[src/rtl/wake_pkg.sv]
package wake_pkg;
  localparam logic [1:0] ADDR_CTRL = 2'd0;
  localparam logic [1:0] ADDR_IEN  = 2'd1;
  localparam logic [1:0] ADDR_STAT = 2'd2;
  localparam logic [1:0] ADDR_CMD  = 2'd3;

  typedef struct packed {
    logic io_mode;
    logic tmo_off;
    logic drive_req;
  } ctrl_t;

  typedef struct packed {
    logic edge_ie;
    logic sc_ie;
  } ien_t;
endpackage

[src/rtl/wake_sync.sv]
module wake_sync #(
  parameter int unsigned WIDTH  = 1,
  parameter int unsigned STAGES = 2
) (
  input  logic             clk,
  input  logic             rst,
  input  logic [WIDTH-1:0] d,
  output logic [WIDTH-1:0] q
);
  logic [WIDTH-1:0] stage_q [STAGES];

  generate
    for (genvar s = 0; s < STAGES; s++) begin : g_stage
      if (s == 0) begin : g_first
        always_ff @(posedge clk) begin
          if (rst) stage_q[0] <= '0;
          else     stage_q[0] <= d;
        end
      end else begin : g_next
        always_ff @(posedge clk) begin
          if (rst) stage_q[s] <= '0;
          else     stage_q[s] <= stage_q[s-1];
        end
      end
    end
  endgenerate

  assign q = stage_q[STAGES-1];
endmodule

[src/rtl/wake_persist.sv]
module wake_persist #(
  parameter int unsigned LIMIT = 8192
) (
  input  logic clk,
  input  logic rst,
  input  logic arm,
  input  logic level,
  output logic fire
);
  localparam int unsigned CW = (LIMIT < 2) ? 1 : $clog2(LIMIT);
  localparam logic [CW-1:0] LAST = CW'(LIMIT - 1);

  logic [CW-1:0] run_cnt;
  logic          done;

  always_ff @(posedge clk) begin
    if (rst) begin
      run_cnt <= '0;
      done    <= 1'b0;
      fire    <= 1'b0;
    end else begin
      fire <= 1'b0;
      if (arm && level) begin
        if (!done) begin
          if (run_cnt == LAST) begin
            fire <= 1'b1;
            done <= 1'b1;
          end else begin
            run_cnt <= run_cnt + 1'b1;
          end
        end
      end else begin
        run_cnt <= '0;
        done    <= 1'b0;
      end
    end
  end

  a_r5_single_pulse: assert property (@(posedge clk) disable iff (rst)
    fire |=> !fire);
endmodule

[src/rtl/wake_drive_timer.sv]
module wake_drive_timer #(
  parameter int unsigned LAT_CYCLES = 204,
  parameter int unsigned TMO_CYCLES = 26_624_000
) (
  input  logic clk,
  input  logic rst,
  input  logic req,
  input  logic tmo_off,
  input  logic inhibit,
  output logic drv_en,
  output logic tmo_hit
);
  localparam int unsigned LW = (LAT_CYCLES < 2) ? 1 : $clog2(LAT_CYCLES);
  localparam int unsigned TW = (TMO_CYCLES < 2) ? 1 : $clog2(TMO_CYCLES);
  localparam logic [LW-1:0] LAT_LAST = LW'(LAT_CYCLES - 1);
  localparam logic [TW-1:0] TMO_LAST = TW'(TMO_CYCLES - 1);

  logic          req_dly;
  logic [LW-1:0] lat_cnt;
  logic [TW-1:0] tmo_cnt;

  always_ff @(posedge clk) begin
    if (rst) begin
      req_dly <= 1'b0;
      lat_cnt <= '0;
    end else if (req != req_dly) begin
      if (lat_cnt == LAT_LAST) begin
        req_dly <= req;
        lat_cnt <= '0;
      end else begin
        lat_cnt <= lat_cnt + 1'b1;
      end
    end else begin
      lat_cnt <= '0;
    end
  end

  always_ff @(posedge clk) begin
    if (rst) begin
      tmo_cnt <= '0;
      tmo_hit <= 1'b0;
    end else if (!req_dly || inhibit || tmo_off) begin
      tmo_cnt <= '0;
      tmo_hit <= 1'b0;
    end else if (!tmo_hit) begin
      if (tmo_cnt == TMO_LAST) tmo_hit <= 1'b1;
      else                     tmo_cnt <= tmo_cnt + 1'b1;
    end
  end

  always_ff @(posedge clk) begin
    if (rst) drv_en <= 1'b0;
    else     drv_en <= req_dly && !inhibit && !tmo_hit;
  end

  a_r2_delay_holds: assert property (@(posedge clk) disable iff (rst)
    (req == req_dly) |=> $stable(req_dly));
  a_r3_timeout_cuts: assert property (@(posedge clk) disable iff (rst)
    (tmo_hit && !tmo_off && req_dly) |=> !drv_en);
endmodule

[src/rtl/wake_line_ctrl.sv]
module wake_line_ctrl
  import wake_pkg::*;
#(
  parameter int unsigned CLK_HZ     = 20_480_000,
  parameter int unsigned LAT_CYCLES = CLK_HZ / 100_000,
  parameter int unsigned SC_CYCLES  = CLK_HZ / 2_500,
  parameter int unsigned TMO_CYCLES = (CLK_HZ / 10) * 13
) (
  input  logic       clk,
  input  logic       rst,
  input  logic       wr_en,
  input  logic [1:0] wr_addr,
  input  logic [7:0] wr_data,
  input  logic [1:0] rd_addr,
  output logic [7:0] rd_data,
  input  logic       sc_trip,
  input  logic       therm_fault,
  input  logic       wake_pin_in,
  output logic       wake_drv_en,
  output logic       irq
);
  ctrl_t ctrl;
  ien_t  ien;
  logic  sc_flag, edge_flag, therm_lat, tmo_hit;
  logic  sc_s, pin_s, pin_q, sc_fire, inhibit;
  logic  wr_ctrl, wr_ien, wr_stat, rearm;
  logic  wr_hi_unused;

  assign wr_ctrl = wr_en && (wr_addr == ADDR_CTRL);
  assign wr_ien  = wr_en && (wr_addr == ADDR_IEN);
  assign wr_stat = wr_en && (wr_addr == ADDR_STAT);
  assign rearm   = wr_en && (wr_addr == ADDR_CMD) && wr_data[0];
  assign wr_hi_unused = ^wr_data[7:4];

  always_ff @(posedge clk) begin
    if (rst) begin
      ctrl <= '0;
      ien  <= '0;
    end else begin
      if (wr_ctrl) ctrl <= ctrl_t'(wr_data[2:0]);
      if (wr_ien)  ien  <= ien_t'(wr_data[1:0]);
    end
  end

  wake_sync #(.WIDTH(2), .STAGES(2)) u_sync (
    .clk (clk),
    .rst (rst),
    .d   ({sc_trip, wake_pin_in}),
    .q   ({sc_s, pin_s})
  );

  always_ff @(posedge clk) begin
    if (rst) pin_q <= 1'b0;
    else     pin_q <= pin_s;
  end

  assign inhibit = ctrl.io_mode || therm_fault || therm_lat;

  wake_drive_timer #(.LAT_CYCLES(LAT_CYCLES), .TMO_CYCLES(TMO_CYCLES)) u_timer (
    .clk     (clk),
    .rst     (rst),
    .req     (ctrl.drive_req),
    .tmo_off (ctrl.tmo_off),
    .inhibit (inhibit),
    .drv_en  (wake_drv_en),
    .tmo_hit (tmo_hit)
  );

  wake_persist #(.LIMIT(SC_CYCLES)) u_sc_filter (
    .clk   (clk),
    .rst   (rst),
    .arm   (wake_drv_en),
    .level (sc_s),
    .fire  (sc_fire)
  );

  always_ff @(posedge clk) begin
    if (rst) begin
      sc_flag   <= 1'b0;
      edge_flag <= 1'b0;
      therm_lat <= 1'b0;
    end else begin
      sc_flag   <= (sc_flag && !(wr_stat && wr_data[0])) || sc_fire;
      edge_flag <= (edge_flag && !(wr_stat && wr_data[1])) ||
                   (ctrl.io_mode && (pin_s != pin_q));
      therm_lat <= therm_fault || (therm_lat && !rearm);
    end
  end

  always_ff @(posedge clk) begin
    if (rst) irq <= 1'b0;
    else     irq <= (sc_flag && ien.sc_ie) || (edge_flag && ien.edge_ie);
  end

  always_ff @(posedge clk) begin
    if (rst) begin
      rd_data <= '0;
    end else begin
      unique case (rd_addr)
        ADDR_CTRL: rd_data <= {5'd0, ctrl};
        ADDR_IEN:  rd_data <= {6'd0, ien};
        ADDR_STAT: rd_data <= {pin_s, 3'd0, tmo_hit, therm_lat, edge_flag, sc_flag};
        default:   rd_data <= '0;
      endcase
    end
  end

  a_r6_thermal_cut: assert property (@(posedge clk) disable iff (rst)
    therm_fault |=> !wake_drv_en);
  a_r7_input_mode_off: assert property (@(posedge clk) disable iff (rst)
    ctrl.io_mode |=> !wake_drv_en);
  a_r10_irq_source: assert property (@(posedge clk) disable iff (rst)
    irq |-> $past(sc_flag || edge_flag));
  a_r11_no_edge_in_output: assert property (@(posedge clk) disable iff (rst)
    (!ctrl.io_mode && !edge_flag) |=> !edge_flag);
endmodule

[config.mk]
export PLATFORM = sky130hd
export DESIGN_NAME = wake_line_ctrl
export DESIGN_NICKNAME = d
export VERILOG_FILES = /design/src/rtl/wake_pkg.sv /design/src/rtl/wake_sync.sv /design/src/rtl/wake_persist.sv /design/src/rtl/wake_drive_timer.sv /design/src/rtl/wake_line_ctrl.sv
export SDC_FILE = /design/constraint.sdc
export NUM_CORES = 1
export LEC_CHECK = 0
export BUFFER_PORTS_ARGS = -buffer_cell sky130_fd_sc_hd__buf_4
export CELL_PAD_IN_SITES_DETAIL_PLACEMENT = 0
export CELL_PAD_IN_SITES_GLOBAL_PLACEMENT = 2
export CORE_ASPECT_RATIO = 0.7
export CORE_MARGIN = 2
export CORE_UTILIZATION = 39
export CTS_CLUSTER_SIZE = 25
export DETAILED_ROUTE_END_ITERATION = 6
export PLACE_DENSITY_LB_ADDON = 0.25
export SETUP_SLACK_MARGIN = 0.5
export SLEW_MARGIN = 10
export SYNTH_ARGS = -nofsm -noshare
export SYNTH_HDL_FRONTEND = slang
export SYNTH_SLANG_ARGS = --single-unit
[constraint.sdc]
create_clock -name clk -period 3.1 [get_ports clk]
set_input_delay 0.62 -clock clk [delete_from_list [all_inputs] [get_ports clk]]
set_output_delay 0.62 -clock clk [all_outputs]
set_load 0.03 [all_outputs]
==> reports/metrics.yaml <==
power.switching_uw: 390
finalHoldViolations: 0
setup_viol: 0
layout-drive-gt1-share: 0.123
finalCritPeriodShare: 0.730
synthTopCellsByArea: "dfxtp_1, nor2_1, xor2_1"
ys_ff_latch: 70
fp.dieW_um: 110
grt_pass1_wl_mm: 10.3
p_leak_nw: 1.19
yosys_warnings: 0
slew_viol_final: 0
grt_pass1_vias: 2105
synth_largest_area_cell: "dfxtp_1"
drc: 0
wirelength_mm: 5.96
final_cell_mix: "dfxtp_1, nor2_1, buf_4"
via_per_inst: 4.99
rrSetupSlack_ps: 840
first_iter_violations: 117
grt_max_degree: 27
swShare: 0.217
rows: 26
ys_async_sr_fraction: 0
layout.nets: 381
ctsResizeCount: 0
clk_root_buffer_cell: "clkbuf_8"
start_kind: "flop"
p_seq_frac: 0.507
cts.sinks: 70
ys.flop_type: "dfxtp_1"
cts_hold_buffers: 0
max_slew_margin: 0.368
syn-instance-count: 341
die-area_um2: 8540
setup_tns_ps: 0
cp-end-kind: "flop"
core-area_um2: 7420
r2r_start: "u_timer.tmo_cnt[24]$_SDFFE_PP0P_"
critPathSlowestCell: "nand4_1"
num_vias: 2310
power_mw: 1.80
crit_type: "flop to flop"
clkSlewWorstSetupHoldPaths_ps: 80
ys_seq_area_frac: 0.460
arrival_ps: 2470
fillers: 745
final_common_cell: "dfxtp_1"
hpwl_mm: 4.01
h-tree-depth: 3
status: "completed"
cp_slowest_stage_delay_ps: 550
internal_power_mw: 1.41
synth_edf_count: 0
regArea_um2: 1400
die_h_um: 77.9
gp_congestion: 0.782
synth_top_cell_area_share: 0.460
grt_usage: 0.159
tightest_slew_ps: 947
drt-wirelength-per-cell_um: 12.9
worstSetupEndpoint: "u_timer.tmo_cnt[13]$_SDFFE_PP0P_"
reg2reg_to: "u_timer.tmo_cnt[13]$_SDFFE_PP0P_"
syn-cell-area_um2: 3050
start_util: 0.411
hold_class: "flop to flop"
rr_worst_depth: 5
syn_area_per_cell_um2: 8.93
drv_cap: 0
ios: 28
cp-startpoint: "u_timer.tmo_cnt[24]$_SDFFE_PP0P_"
drtPass1Iterations: 4
crit_required_ps: 3300
skew_ps: 5.26
rsz0062_at_grt: "no"
period_needed_ps: 2260
clkPwrFrac: 0.469
area_growth_pct: 14.6
timing.fmax_mhz: 442
vdd_drop_max_mv: 0.416
cellPowerDensity_nw_per_um2: 514
antenna_cells: 0
multi_input_comb_area_um2: 1560
ant_nets: 0
clock_path_buffers: 2
antenna_found_initial: 0
synth_cell_types: 43
critPathMaxFanout: 12
comb_power_share: 0.025
numCtsBuffers: 9
cts_setup_buffers: 0
numPortBuffers: 19
cts_tree: "done"
overflow: 0
clkLatencyLatePin_ps: 350
crit_chain: "nor4bb_1 -> nand4_1 -> o211ai_2 -> xor2_1 -> nor2_1"
==> critical path, delay by kind of cell, from the launching register on <==
family	cells	cell delay, ps
AOI/OAI and AO/OA	1	530
xor gates and xnor gates	1	190
DFF	1	350
and+or+nand+nor	3	1040
==> power by group through the flow <==
stage / clock (mW) / combinational, mW / sequential [mW]
finish: 0.842 / 0.0442 / 0.910
global route: 0.921 / 0.0490 / 0.911
CTS: 0.869 / 0.0447 / 0.910
detailed placement: 0 / 0.0447 / 0.931
global placement: 0 / 0.0443 / 0.931
floorplan: 0 / 0.0260 / 0.931
==> synthesized netlist by cell type (2+ instances only) <==
cell type	n
a21oi_1	15
a22oi_1	2
and2_1	3
and3_1	4
and4_1	5
buf_4	3
clkbuf_1	10
dfxtp_1	70
ha_1	3
inv_1	5
mux2i_1	11
nand2_1	14
nand3_1	15
nand3b_1	3
nand4_1	7
nor2_1	62
nor2b_1	8
nor3_1	10
nor3b_1	2
nor4_1	5
nor4b_1	5
o2111ai_1	3
o21ai_0	14
or2_2	2
or3_1	7
or4_1	2
xnor2_1	17
xor2_1	19
==> area by class of cell <==
type,count,share of cell area
timing repair buffer,21,0.0452
clock buffer,10,0.0394
tap,98,0.0351
sequential,70,0.401
clock inverter,6,0.0265
multi-input combinational,253,0.447
inverter,5,0.00538
==> how the worst min path moves through the flow <==
| stage | endpoint | cells after the start | slack, ps | from |
|---|---|---|---|---|
| 5_1_grt | u_sync.stage_q[0][0]$_SDFF_PP0_ | 2 | 450 | wake_pin_in |
| 3_5_place_dp | u_sync.stage_q[1][0]$_SDFF_PP0_ | 1 | 420 | u_sync.stage_q[0][0]$_SDFF_PP0_ |
| 6_report | u_sync.stage_q[1][0]$_SDFF_PP0_ | 1 | 440 | u_sync.stage_q[0][0]$_SDFF_PP0_ |
| 2_1_floorplan | sc_flag$_SDFF_PP0_ | 2 | 410 | u_sc_filter.fire$_SDFF_PP0_ |
| 3_3_place_gp | u_sync.stage_q[1][1]$_SDFF_PP0_ | 1 | 420 | u_sync.stage_q[0][1]$_SDFF_PP0_ |
| 4_1_cts | u_sync.stage_q[1][0]$_SDFF_PP0_ | 1 | 440 | u_sync.stage_q[0][0]$_SDFF_PP0_ |
==> metrics by stage <==
stage,hold WS [ps],setup WS (ps),util,cell area [um^2],cells
4_1_cts,441,720,0.470,3490,463
3_5_place_dp,422,710,0.439,3260,447
3_3_place_gp,417,731,0.439,3260,447
6_report,437,838,0.471,3490,463
5_1_grt,454,571,0.471,3490,463
2_1_floorplan,413,1170,-,3050,343
==> per-layer routing <==
layer / vias up / share of wire / wire (um) / track usage
li1: 1223 / - / - / -
met3: 7 / 0.048 / 283 / 0.0613
met1: 1042 / 0.57 / 3420 / 0.238
met5: - / 0 / 0 / 0
met2: 38 / 0.36 / 2170 / 0.201
met4: 0 / 0.015 / 88 / 0.0570
==> cells by family after synthesis <==
group | after synthesis | synth area share
fa+ha+maj | 3 | 0.0123
mux | 11 | 0.0362
compound gates | 39 | 0.0768
simple gates | 161 | 0.279
other cells | 1 | 0.00123
buf+inv | 20 | 0.0312
flops | 70 | 0.460
xor+xnor | 36 | 0.104
==> state kept, by name, summed over array words and instances (netlist names) <==
register	cells
u_timer.tmo_hit	1
u_sc_filter.fire	1
ctrl	3
u_sc_filter.run_cnt	13
u_timer.drv_en	1
therm_lat	1
u_timer.tmo_cnt	25
u_sync.stage_q	4
ien	2
sc_flag	1
pin_q	1
irq	1
u_sc_filter.done	1
rd_data	5
u_timer.req_dly	1
edge_flag	1
u_timer.lat_cnt	8
No activity file was read; power rests on OpenSTA's default activity.
